$ cat src/rtl/bmcd_pkg.sv
package bmcd_pkg;
  typedef enum logic [1:0] {
    ST_HUNT   = 2'd0,
    ST_WINDOW = 2'd1,
    ST_SEEK   = 2'd2
  } dec_state_e;
endpackage

$ cat src/rtl/bmcd_edge_det.sv
// Delays the line through a short register chain; a difference between the
// two oldest taps marks a transition of either polarity.
module bmcd_edge_det #(
  parameter int DLY = 2
) (
  input  logic clk,
  input  logic rst_n,
  input  logic line_i,
  output logic edge_o
);
  logic [DLY-1:0] tap;

  always_ff @(posedge clk or negedge rst_n) begin
    if (!rst_n) tap <= '0;
    else        tap <= {tap[DLY-2:0], line_i};
  end

  assign edge_o = tap[DLY-1] ^ tap[DLY-2];
endmodule

$ cat src/rtl/bmcd_span_ctr.sv
// Counts sample cycles since the last cell boundary, saturating at all-ones.
module bmcd_span_ctr #(
  parameter int W = 9
) (
  input  logic         clk,
  input  logic         rst_n,
  input  logic         restart_i,
  output logic [W-1:0] cnt_o
);
  always_ff @(posedge clk or negedge rst_n) begin
    if (!rst_n)            cnt_o <= '0;
    else if (restart_i)    cnt_o <= {{(W-1){1'b0}}, 1'b1};
    else if (cnt_o != '1)  cnt_o <= cnt_o + 1'b1;
  end
endmodule

$ cat src/rtl/bmcd_bit_fsm.sv
module bmcd_bit_fsm
  import bmcd_pkg::*;
#(
  parameter int CNT_W = 8
) (
  input  logic             clk,
  input  logic             rst_n,
  input  logic             en_i,
  input  logic             edge_i,
  input  logic [CNT_W-1:0] thresh_i,
  input  logic [CNT_W:0]   cnt_i,
  output logic             restart_o,
  output logic             bit_o,
  output logic             valid_o,
  output logic             idle_o
);
  localparam int SPAN_W = CNT_W + 1;

  dec_state_e st_q, st_d;
  logic [SPAN_W-1:0] thr_ext, limit;
  logic decide, dval, set_idle, clr_idle;

  assign thr_ext = {1'b0, thresh_i};
  assign limit   = {thresh_i, 1'b0};  // twice 0.75 UI, about 1.5 UI

  always_comb begin
    st_d      = st_q;
    restart_o = 1'b0;
    decide    = 1'b0;
    dval      = 1'b0;
    set_idle  = 1'b0;
    clr_idle  = 1'b0;
    if (!en_i) begin
      st_d     = ST_HUNT;
      clr_idle = 1'b1;
    end else begin
      unique case (st_q)
        ST_HUNT: begin
          if (edge_i) begin
            restart_o = 1'b1;
            clr_idle  = 1'b1;
            st_d      = ST_WINDOW;
          end
        end
        ST_WINDOW: begin
          if (edge_i) begin
            decide = 1'b1;
            if (cnt_i < thr_ext) begin
              dval = 1'b1;          // mid-cell change: a one
              st_d = ST_SEEK;
            end else begin
              restart_o = 1'b1;     // change exactly at expiry: zero, new cell
            end
          end else if (cnt_i >= thr_ext) begin
            decide = 1'b1;          // window closed quietly: a zero
            st_d   = ST_SEEK;
          end
        end
        ST_SEEK: begin
          if (edge_i) begin
            restart_o = 1'b1;
            st_d      = ST_WINDOW;
          end else if (cnt_i >= limit) begin
            set_idle = 1'b1;
            st_d     = ST_HUNT;
          end
        end
        default: st_d = ST_HUNT;
      endcase
    end
  end

  always_ff @(posedge clk or negedge rst_n) begin
    if (!rst_n) begin
      st_q    <= ST_HUNT;
      bit_o   <= 1'b0;
      valid_o <= 1'b0;
      idle_o  <= 1'b0;
    end else begin
      st_q    <= st_d;
      valid_o <= decide;
      if (decide) bit_o <= dval;
      if (set_idle)      idle_o <= 1'b1;
      else if (clr_idle) idle_o <= 1'b0;
    end
  end

  assert_single_strobe_R6: assert property (@(posedge clk) disable iff (!rst_n)
    valid_o |=> !valid_o);

  assert_one_needs_edge_R2: assert property (@(posedge clk) disable iff (!rst_n)
    (valid_o && bit_o) |-> $past(edge_i));

  assert_zero_at_threshold_R3: assert property (@(posedge clk) disable iff (!rst_n)
    (valid_o && !bit_o) |-> $past(cnt_i >= thr_ext));

  assert_quiet_when_disabled_R8: assert property (@(posedge clk) disable iff (!rst_n)
    !en_i |=> !valid_o);

  assert_idle_silent_R7: assert property (@(posedge clk) disable iff (!rst_n)
    idle_o |-> !valid_o);
endmodule

$ cat src/rtl/bmc_bit_decoder.sv
module bmc_bit_decoder #(
  parameter int CNT_W    = 8,
  parameter int EDGE_DLY = 2
) (
  input  logic             clk,
  input  logic             rst_n,
  input  logic             en,
  input  logic             line_i,
  input  logic [CNT_W-1:0] thresh_i,
  output logic             bit_o,
  output logic             bit_valid_o,
  output logic             idle_o
);
  localparam int SPAN_W = CNT_W + 1;

  logic              edge_w;
  logic              restart_w;
  logic [SPAN_W-1:0] cnt_w;

  bmcd_edge_det #(.DLY(EDGE_DLY)) u_edge (
    .clk   (clk),
    .rst_n (rst_n),
    .line_i(line_i),
    .edge_o(edge_w)
  );

  bmcd_span_ctr #(.W(SPAN_W)) u_ctr (
    .clk      (clk),
    .rst_n    (rst_n),
    .restart_i(restart_w),
    .cnt_o    (cnt_w)
  );

  bmcd_bit_fsm #(.CNT_W(CNT_W)) u_fsm (
    .clk      (clk),
    .rst_n    (rst_n),
    .en_i     (en),
    .edge_i   (edge_w),
    .thresh_i (thresh_i),
    .cnt_i    (cnt_w),
    .restart_o(restart_w),
    .bit_o    (bit_o),
    .valid_o  (bit_valid_o),
    .idle_o   (idle_o)
  );

  assert_ctr_restarts_on_boundary_R5: assert property (@(posedge clk) disable iff (!rst_n)
    restart_w |=> (cnt_w == {{(SPAN_W-1){1'b0}}, 1'b1}));
endmodule

$ cat config.mk
export PLATFORM = sky130hd
export DESIGN_NAME = bmc_bit_decoder
export DESIGN_NICKNAME = d
export VERILOG_FILES = /design/src/rtl/bmcd_pkg.sv /design/src/rtl/bmcd_edge_det.sv /design/src/rtl/bmcd_span_ctr.sv /design/src/rtl/bmcd_bit_fsm.sv /design/src/rtl/bmc_bit_decoder.sv
export SDC_FILE = /design/constraint.sdc
export NUM_CORES = 1
export LEC_CHECK = 0
export BUFFER_PORTS_ARGS = -buffer_cell sky130_fd_sc_hd__buf_2
export CAP_MARGIN = 20
export CELL_PAD_IN_SITES_DETAIL_PLACEMENT = 1
export CELL_PAD_IN_SITES_GLOBAL_PLACEMENT = 2
export CORE_ASPECT_RATIO = 1.5
export CORE_UTILIZATION = 37
export CTS_BUF_LIST = sky130_fd_sc_hd__clkbuf_4
export DETAILED_ROUTE_END_ITERATION = 10
export PLACE_DENSITY = 0.83
export SYNTH_ARGS = -nofsm -noshare
export SYNTH_HDL_FRONTEND = slang
export SYNTH_SLANG_ARGS = --single-unit
export TNS_END_PERCENT = 10
$ cat constraint.sdc
create_clock -name clk -period 2.07 [get_ports clk]
set_input_delay 0.3105 -clock clk [delete_from_list [all_inputs] [get_ports clk]]
set_output_delay 0.3105 -clock clk [all_outputs]
set_load 0.05 [all_outputs]
---- Yosys cells after proc, flatten, opt, wreduce, memory -nomap -nowiden ----
Cells that the tools add are included.
storage, ports and cells
  bits in registers ....................... 16
  bits in latches ......................... 0
  bits in writable memories ............... 0
  memory bits (read-only) ................. 0
  input port bits ......................... 12
  output and inout bits ................... 3
  word-level logic and storage cells ...... 54
  memories kept ........................... 0
cells by class
  add/sub/neg operators ................... 1
  multiply operators ...................... 0
  divide/modulo/power cells ............... 0
  magnitude comparators ................... 3
  eq/ne operators ......................... 7
  shift operators ......................... 0
  mux-type cells .......................... 31
  bitwise logic cells ..................... 1
  reductions and logical operators ........ 5
operators with widths
  cell                                                 number
  2-to-1 mux 1 bit                                     20
  2-to-1 mux 9 bit                                     2
  2-to-1 mux 2 bit                                     7
  != test 4 x 3 -> 1 bit, second input constant        3
  adder 9 x 1 -> 9 bit, second input constant          1
  >= comparator 9 x 8 -> 1 bit                         1
  >= comparator 9 bit                                  1
  less-than comparator 9 x 8 -> 1 bit                  1
  != test 9 bit, second input constant                 1
  case mux 2 bit (3 select lines)                      1
  AND reduction 4 bit                                  1
  nonzero test 2 bit                                   2
  != test 3 bit, second input constant                 1
  equality test 2 x 1 -> 1 bit, second input constant  1
  equality test 2 bit, second input constant           1
  logical NOT 2 bit                                    1
  case mux 1 bit (2 select lines)                      1
  OR reduction 2 bit                                   1
  bitwise XOR 1 bit                                    1

---- Longest topological paths before layout ----
Gate-level depths: netlist of the first run.
  word-level depth ........................ 6
  gate-level depth with buffers ........... 9
  gate-level depth less buffers ........... 8

---- Hierarchy ----
From an unflattened synthesis of the first run, not the netlist that was laid out.
second synthesis, totals
  cell total of the unflattened synthesis .. 126
  area total of the unflattened synthesis .. 1183.6 µm²
modules (own cells, without submodules)
  module         instances  cells each  area an instance (µm²)  seq. area each (µm²)
  bmcd_bit_fsm   1          75          638.1                   125.1
  bmcd_span_ctr  1          48          486.7                   225.2
  bmcd_edge_det  1          3           58.8                    50.0

---- Worst setup path before layout of the first run ----
No wires, ideal clock.
  path kind ............................... reg-to-reg
  start point ............................. register u_ctr.cnt_o[6]
  end point ............................... register u_fsm.st_q[0]
  library setup time ...................... 0.120 ns
  data arrival time ....................... 1.732 ns
  setup slack ............................. 0.218 ns
  cell stages (with the launch flop) ...... 7
  clock period less this slack ............ 1.852 ns
  path through ............................ dfrtp_1 -> ha_1 -> a21o_1 -> a211o_1 -> a211oi_4 -> o21ai_4 -> a31o_1
between the ends
  cells in the longest elaborated chain, start to end .. 3
  elaborated cells on any way between the ends .. 7
  those cells by class .................... order compare: 3; eq/ne: 3; reduce/logical: 1
RTL lines
  what                                                         RTL line             text
  from (decl)                                                  bmcd_span_ctr.sv:8   output logic [W-1:0] cnt_o
  from (signal assigned)                                       bmcd_span_ctr.sv:12  else if (restart_i) cnt_o <= {{(W-1){1'b0}}, 1'b1};
  from (signal assigned)                                       bmcd_span_ctr.sv:13  else if (cnt_o != '1) cnt_o <= cnt_o + 1'b1;
  less-than comparator 9 x 8 -> 1 bit (tied with other cells)  bmcd_bit_fsm.sv:48   if (cnt_i < thr_ext) begin
  != test 4 x 3 -> 1 bit (no source line)                      n/a
  AND reduction 4 bit (no source line) (*)                     n/a
  to (signal assigned)                                         bmcd_bit_fsm.sv:80   st_q <= st_d;
  to (decl)                                                    bmcd_bit_fsm.sv:19   dec_state_e st_q, st_d;
Every way passes the cells marked *; elsewhere a longest branch is shown, timed or not.
A chain may end at the register's enable or synchronous reset.

---- Final worst setup path of the first run ----
Ends and elaborated chain as after synthesis.

==> flow_summary.ini, run 1 <==
[status]
status = complete, no violations

[clock_tree]
clockBufferDepth = 2
cts_root_buf = clkbuf_4
cts.sinks = 16
cts_made_buffers = 3
cts_tree = built
clk_pin_slew_ns = 0.09
h-tree-depth = 1
clock_latency_ns = 0.29

[critical_path]
reg2reg_depth = 6
path_buf_inv = 0
slowest_delay_ns = 0.40
endpoint_kind = flip-flop
crit_family = compound AO/OA/AOI/OAI gates
start_kind = flip-flop
path_depth = 6
critPathKind = reg -> reg
timing.rr.end = u_fsm.st_q[0]$_DFFE_PN0P_
reg2reg_slack_ns = 0.16
arrival_ns = 2.10
cpMaxStageDelayCell = dfrtp_1
required_ns = 2.26
cp-startpoint = u_ctr.cnt_o[6]$_DFFE_PN0P_
rr_startpoint = u_ctr.cnt_o[6]$_DFFE_PN0P_
crit_path_cell_trace = ha_1 > a21o_1 > a211o_1 > a211oi_4 > o21ai_4 > a31o_1
endpoint = u_fsm.st_q[0]$_DFFE_PN0P_
crit_fanout = 10

[sta]
period_share = 0.924
slew_violations = 0
hold_viol_final = 0
rsz0062_at_grt = false
max_freq_mhz = 523
fin_skew_ns = 0.00361
tns_ns = 0
setup-violations-final = 0
relSlewSlack = 0.667
max_slew.worst_pin.slew_ns = 0.498
hold_slack_ns = 0.130
fin_crit_ns = 1.91

[power_and_ir_drop]
power_density_nw_per_um2 = 837
p_switching_mw = 0.451
vdd_drop_max_mv = 0.769
p_comb_frac = 0.472
p_sw_frac = 0.400
clkPwrFrac = 0.146
p_int_mw = 0.678
p_seq_frac = 0.382
totalPowerFinal_mw = 1.13
p_leak_nw = 0.731

[logic_synthesis]
synthCells = 116
syn_area_sq_um = 1130
yosysSeqAreaShare = 0.354
synthTopCellsByArea = dfrtp_1, ha_1, nor2_1, xor2_1, inv_1
syn_nets = 146
yosys_warnings = 0
synth_edf_count = 0
ys_seq_elements = 16
async_reset_ff_frac = 1.00
netlist_top_cells_count = ha_1, dfrtp_1, nor2_1
synth-simple-area-share = 0.167
synth_compound_area_frac = 0.153
synth_top_family_by_area = adder cells
netlist-cell-type-count = 30
yosysMostFrequentCell = ha_1
synth.avg_cell_area_sq_um = 9.75
netlist.area_leader.share = 0.354
muxShareOfSynthArea = 0.0177
synthFlopType = dfrtp_1
synth_xor_area_frac = 0.0697
yosysTopAreaCell = dfrtp_1
synth-adder-area-share = 0.199

[die]
pin_count = 15
fp.dieW_um = 47.1
fp.dieH_um = 69.7
coreArea_sq_um = 2910
initial_core_util = 0.388
row_count = 24
dieArea_sq_um = 3290

[drt]
vias = 926
drtPass1Iterations = 2
drt_wl_total_mm = 2.58
initialDrtViolationCount = 24
drc = 0
wl_per_cell_um = 14.2
ant_nets = 0
vias_per_cell = 5.09

[grt]
grt_pass1_wl_mm = 4.55
antenna_found_initial = 0
grt_usage = 0.193
grt_overflow_total = 0
grt_pass1_vias = 1067
grt_max_degree = 17

[final_layout]
nets = 174
drive_gt1_frac = 0.210
antenna_cells = 0
synthToLayoutAreaGrowth_pct = 19.4
final_area_sq_um = 1350

[hold_path]
hold_path.class = in -> reg

[placement]
portBuffers = 14
gp_congestion = 0.764
dp_hpwl_mm = 2.26
placed_area_sq_um = 1310

[job]
cap_violations = 0
==> what timing repair did <==
item / in CTS / in global routing
hold buffers: 1 / 0
buffers inserted: 0 / 0
hold endpoints to repair: 16 / 0
resized for setup: 0 / 0
==> layer usage <==
metal	vias to the layer above	track usage	part of all wire
met2	17	0.361	0.57
met5	-	0	0
met1	448	0.201	0.37
met3	7	0.0104	0.023
met4	0	0.0889	0.029
li1	454	-	-
==> power by group through the flow <==
stage | registers, mW | clock network [mW] | logic [mW]
CTS | 0.433 | 0.170 | 0.544
finish | 0.432 | 0.164 | 0.533
global placement | 0.437 | 0 | 0.513
detailed placement | 0.438 | 0 | 0.538
global route | 0.439 | 0.181 | 0.604
floorplan | 0.487 | 0 | 0.277
==> worst reg2reg max path: cells and delay by family (launching register included) <==
kind / cells / cell delay (ns)
AO/OA/AOI/OAI: 5 / 1.10
adder cells (fa/ha/maj): 1 / 0.30
flip-flops: 1 / 0.40
==> layout by cell type, fill, tap and decap left out, types with 2 or more instances in the layout <==
master and count:
clkbuf_4 3, xor2_1 5, nand4b_1 2, nand3b_1 2, buf_2 14, nor2_1 16
nand4_1 3, ha_1 18, nand2b_1 2, nand3_1 2, inv_1 11, mux2i_1 2
buf_4 9, o21ai_0 2, nand2_1 7, a21o_1 3, a21oi_1 6, dfrtp_1 16
xnor2_1 4, nor2b_1 2
==> layout make-up <==
class	count	area (sq um)
clock buffer	3	22.5
clock inverter	1	3.75
fill	353	1560
inverter	11	41.3
multi-input combinational	88	686
sequential	16	400
tap	39	48.8
timing repair buffer	24	148
==> how the worst min path moves through the flow <==
stage / from / cells after the start / end
floorplan: rst_n / 0 / u_ctr.cnt_o[0]$_DFFE_PN0P_
global placement: rst_n / 1 / u_fsm.valid_o$_DFF_PN0_
detailed placement: rst_n / 1 / u_fsm.valid_o$_DFF_PN0_
CTS: line_i / 1 / u_edge.tap[0]$_DFF_PN0_
global route: line_i / 1 / u_edge.tap[0]$_DFF_PN0_
finish: line_i / 1 / u_edge.tap[0]$_DFF_PN0_
==> registers in the layout, indices dropped and copies added, names as in the netlist <==
signal / flops
u_fsm.valid_o: 1
u_fsm.st_q: 2
u_fsm.idle_o: 1
u_edge.tap: 2
u_fsm.bit_o: 1
u_ctr.cnt_o: 9
==> through the flow <==
step                instances   util  setup slack (ns)
floorplan                 116      -             0.218
global placement          177  0.451             0.162
detailed placement        177  0.451            0.0761
CTS                       182  0.463             0.151
global route              182  0.463            0.0662
finish                    182  0.463             0.158
==> cells by family after synthesis <==
kind of cell / Yosys count
muxes: 2
adders and majority gates: 18
AOI/OAI and AO/OA: 21
and+or+nand+nor: 38
DFF: 16
buffers and inverters: 12
xor gates and xnor gates: 9
No activity file was read; power rests on OpenSTA's default activity.
==> run 2: changes to the inputs <==
--- a/config.mk
+++ b/config.mk
@@ -5,12 +5,13 @@
 export SDC_FILE = /design/constraint.sdc
 export NUM_CORES = 1
 export LEC_CHECK = 0
+export ABC_AREA = 1
 export BUFFER_PORTS_ARGS = -buffer_cell sky130_fd_sc_hd__buf_2
 export CAP_MARGIN = 20
 export CELL_PAD_IN_SITES_DETAIL_PLACEMENT = 1
 export CELL_PAD_IN_SITES_GLOBAL_PLACEMENT = 2
 export CORE_ASPECT_RATIO = 1.5
-export CORE_UTILIZATION = 37
+export CORE_UTILIZATION = 35
 export CTS_BUF_LIST = sky130_fd_sc_hd__clkbuf_4
 export DETAILED_ROUTE_END_ITERATION = 10
 export PLACE_DENSITY = 0.83
==> flow_summary.ini, run 2 <==
[sta]
tns_ns = 0
slew_violations = 0
period_share = 0.915
hold_viol_final = 0
fin_crit_ns = 1.89
hold_slack_ns = 0.137
max_slew.worst_pin.slew_ns = 0.429
relSlewSlack = 0.714
max_freq_mhz = 528
rsz0062_at_grt = false
setup-violations-final = 0
fin_skew_ns = 0.00260

[logic_synthesis]
netlist.area_leader.share = 0.312
synth_compound_area_frac = 0.127
synth_xor_area_frac = 0.0468
yosysTopAreaCell = dfrtp_1
synth-simple-area-share = 0.249
async_reset_ff_frac = 1.00
netlist_top_cells_count = nand2_1, inv_1, ha_1
synth.avg_cell_area_sq_um = 7.78
muxShareOfSynthArea = 0
synthFlopType = dfrtp_1
synth-adder-area-share = 0.175
yosys_warnings = 0
yosysSeqAreaShare = 0.312
synthTopCellsByArea = dfrtp_1, ha_1, nand2_1, inv_1, a21oi_1
syn_area_sq_um = 1280
synth_edf_count = 0
ys_seq_elements = 16
synthCells = 165
yosysMostFrequentCell = nand2_1
netlist-cell-type-count = 28
syn_nets = 195
synth_top_family_by_area = simple AND/OR/NAND/NOR gates

[final_layout]
top_register = u_ctr.cnt_o
final_area_sq_um = 1450
mostFrequentLayoutCells = nand2_1, inv_1, ha_1
largest_reg_flops = 9
drive_gt1_frac = 0.169
layout_commonest_cell = nand2_1
top_regs = u_ctr.cnt_o: 9 flops, u_edge.tap: 2 flops, u_fsm.st_q: 2 flops
antenna_cells = 0
nets = 214
synthToLayoutAreaGrowth_pct = 12.8
postLayoutCoreUtil = 0.420

[status]
status = complete, no violations

[critical_path]
required_ns = 2.28
cpMaxStageDelayCell = dfrtp_1
start_kind = flip-flop
path_buf_inv = 0
arrival_ns = 2.10
crit_path_cell_trace = ha_1 > nand3_1 > nor2_1 > and3_1 > ha_2 > nor3_4 > nand4_1 > xor2_1 > a21oi_1
slowest_delay_ns = 0.44
crit_fanout = 9
critPathKind = reg -> reg
crit_family = simple AND/OR/NAND/NOR gates
endpoint_kind = flip-flop

[drt]
initialDrtViolationCount = 5
wl_per_cell_um = 13.4
drtPass1Iterations = 2
routed.top_layer = met4
ant_nets = 0
met1Wirelength_mm = 1.20
vias = 1115
drc = 0
wl_met3_um = 46
vias_per_cell = 4.96
routed-wl-met2_mm = 1.73
drt_wl_total_mm = 3.00

[clock_tree]
clockBufferDepth = 2
cts_made_buffers = 3
cts_tree = built
cts_root_buf = clkbuf_4
clock_latency_ns = 0.28
postCtsSetupRepairBufs = 0
clk_pin_slew_ns = 0.09
h-tree-depth = 1
cts.sinks = 16

[die]
row_count = 26
fp.dieH_um = 76.2
fp.dieW_um = 51.5
dieArea_sq_um = 3920
coreArea_sq_um = 3450
pin_count = 15
initial_core_util = 0.372

[placement]
placed_area_sq_um = 1400
gp_congestion = 0.834
dp_hpwl_mm = 2.57
portBuffers = 14

[power_and_ir_drop]
vdd_drop_max_mv = 0.618
p_leak_nw = 0.808
power_density_nw_per_um2 = 903
totalPowerFinal_mw = 1.31

[grt]
grt_overflow_total = 0
grt_usage = 0.172
grt_pass1_wl_mm = 5.10
grt_max_degree = 17
antenna_found_initial = 0
grt_pass1_vias = 1190

[hold_path]
hold_path.class = in -> reg

[job]
cap_violations = 0
run 2: final cells by class:
| class | count | area (sq um) |
|---|---|---|
| clock buffer | 3 | 22.5 |
| clock inverter | 1 | 3.75 |
| fill | 450 | 2000 |
| inverter | 30 | 113 |
| multi-input combinational | 118 | 776 |
| sequential | 16 | 400 |
| tap | 42 | 52.6 |
| timing repair buffer | 15 | 80.1 |
run 2: kinds of logic after synthesis:
kind of cell               Yosys count
AOI/OAI and AO/OA                   25
xor gates and xnor gates             6
adders and majority gates           18
buffers and inverters               31
DFF                                 16
and+or+nand+nor                     69
run 2: path summary, 6_finish.rpt:
kind | slack, ns | endpoint | cells past startpoint | from
worst max-delay path | 0.18 | u_ctr.cnt_o[7]$_DFFE_PN0P_ | 9 | u_ctr.cnt_o[0]$_DFFE_PN0P_
worst min-delay path | 0.14 | u_edge.tap[0]$_DFF_PN0_ | 1 | line_i
worst max register to register | 0.18 | u_ctr.cnt_o[7]$_DFFE_PN0P_ | 9 | u_ctr.cnt_o[0]$_DFFE_PN0P_
worst min register to register | 0.44 | u_edge.tap[1]$_DFF_PN0_ | 0 | u_edge.tap[0]$_DFF_PN0_
max in group asynchronous | 1.35 | u_ctr.cnt_o[1]$_DFFE_PN0P_ | 2 | rst_n
min in group asynchronous | 0.46 | u_ctr.cnt_o[6]$_DFFE_PN0P_ | 2 | rst_n
run 2: power by group:
group | internal [mW] | switching (mW)
combinational | 0.237 | 0.411
sequential | 0.393 | 0.106
clock | 0.0698 | 0.0896
total | 0.700 | 0.607
run 2: timing repair:
item,CTS,global route
hold buffers,1,0
resized for setup,0,2
endpoints found under the hold margin,16,0
endpoints found under the setup margin,0,4
run 2: metal layers:
layer,vias to the layer above,global-route usage
met2,13,0.342
met1,532,0.179
li1,568,-
met4,0,0.0486
met5,-,0
met3,2,0.0120
run 2: through the flow:
stage | std cells | setup WS, ns
after floorplan | 165 | 0.215
after global placement | 220 | 0.193
after detailed placement | 220 | 0.0827
after CTS | 225 | 0.0582
after global routing | 225 | 0.0138
final | 225 | 0.177
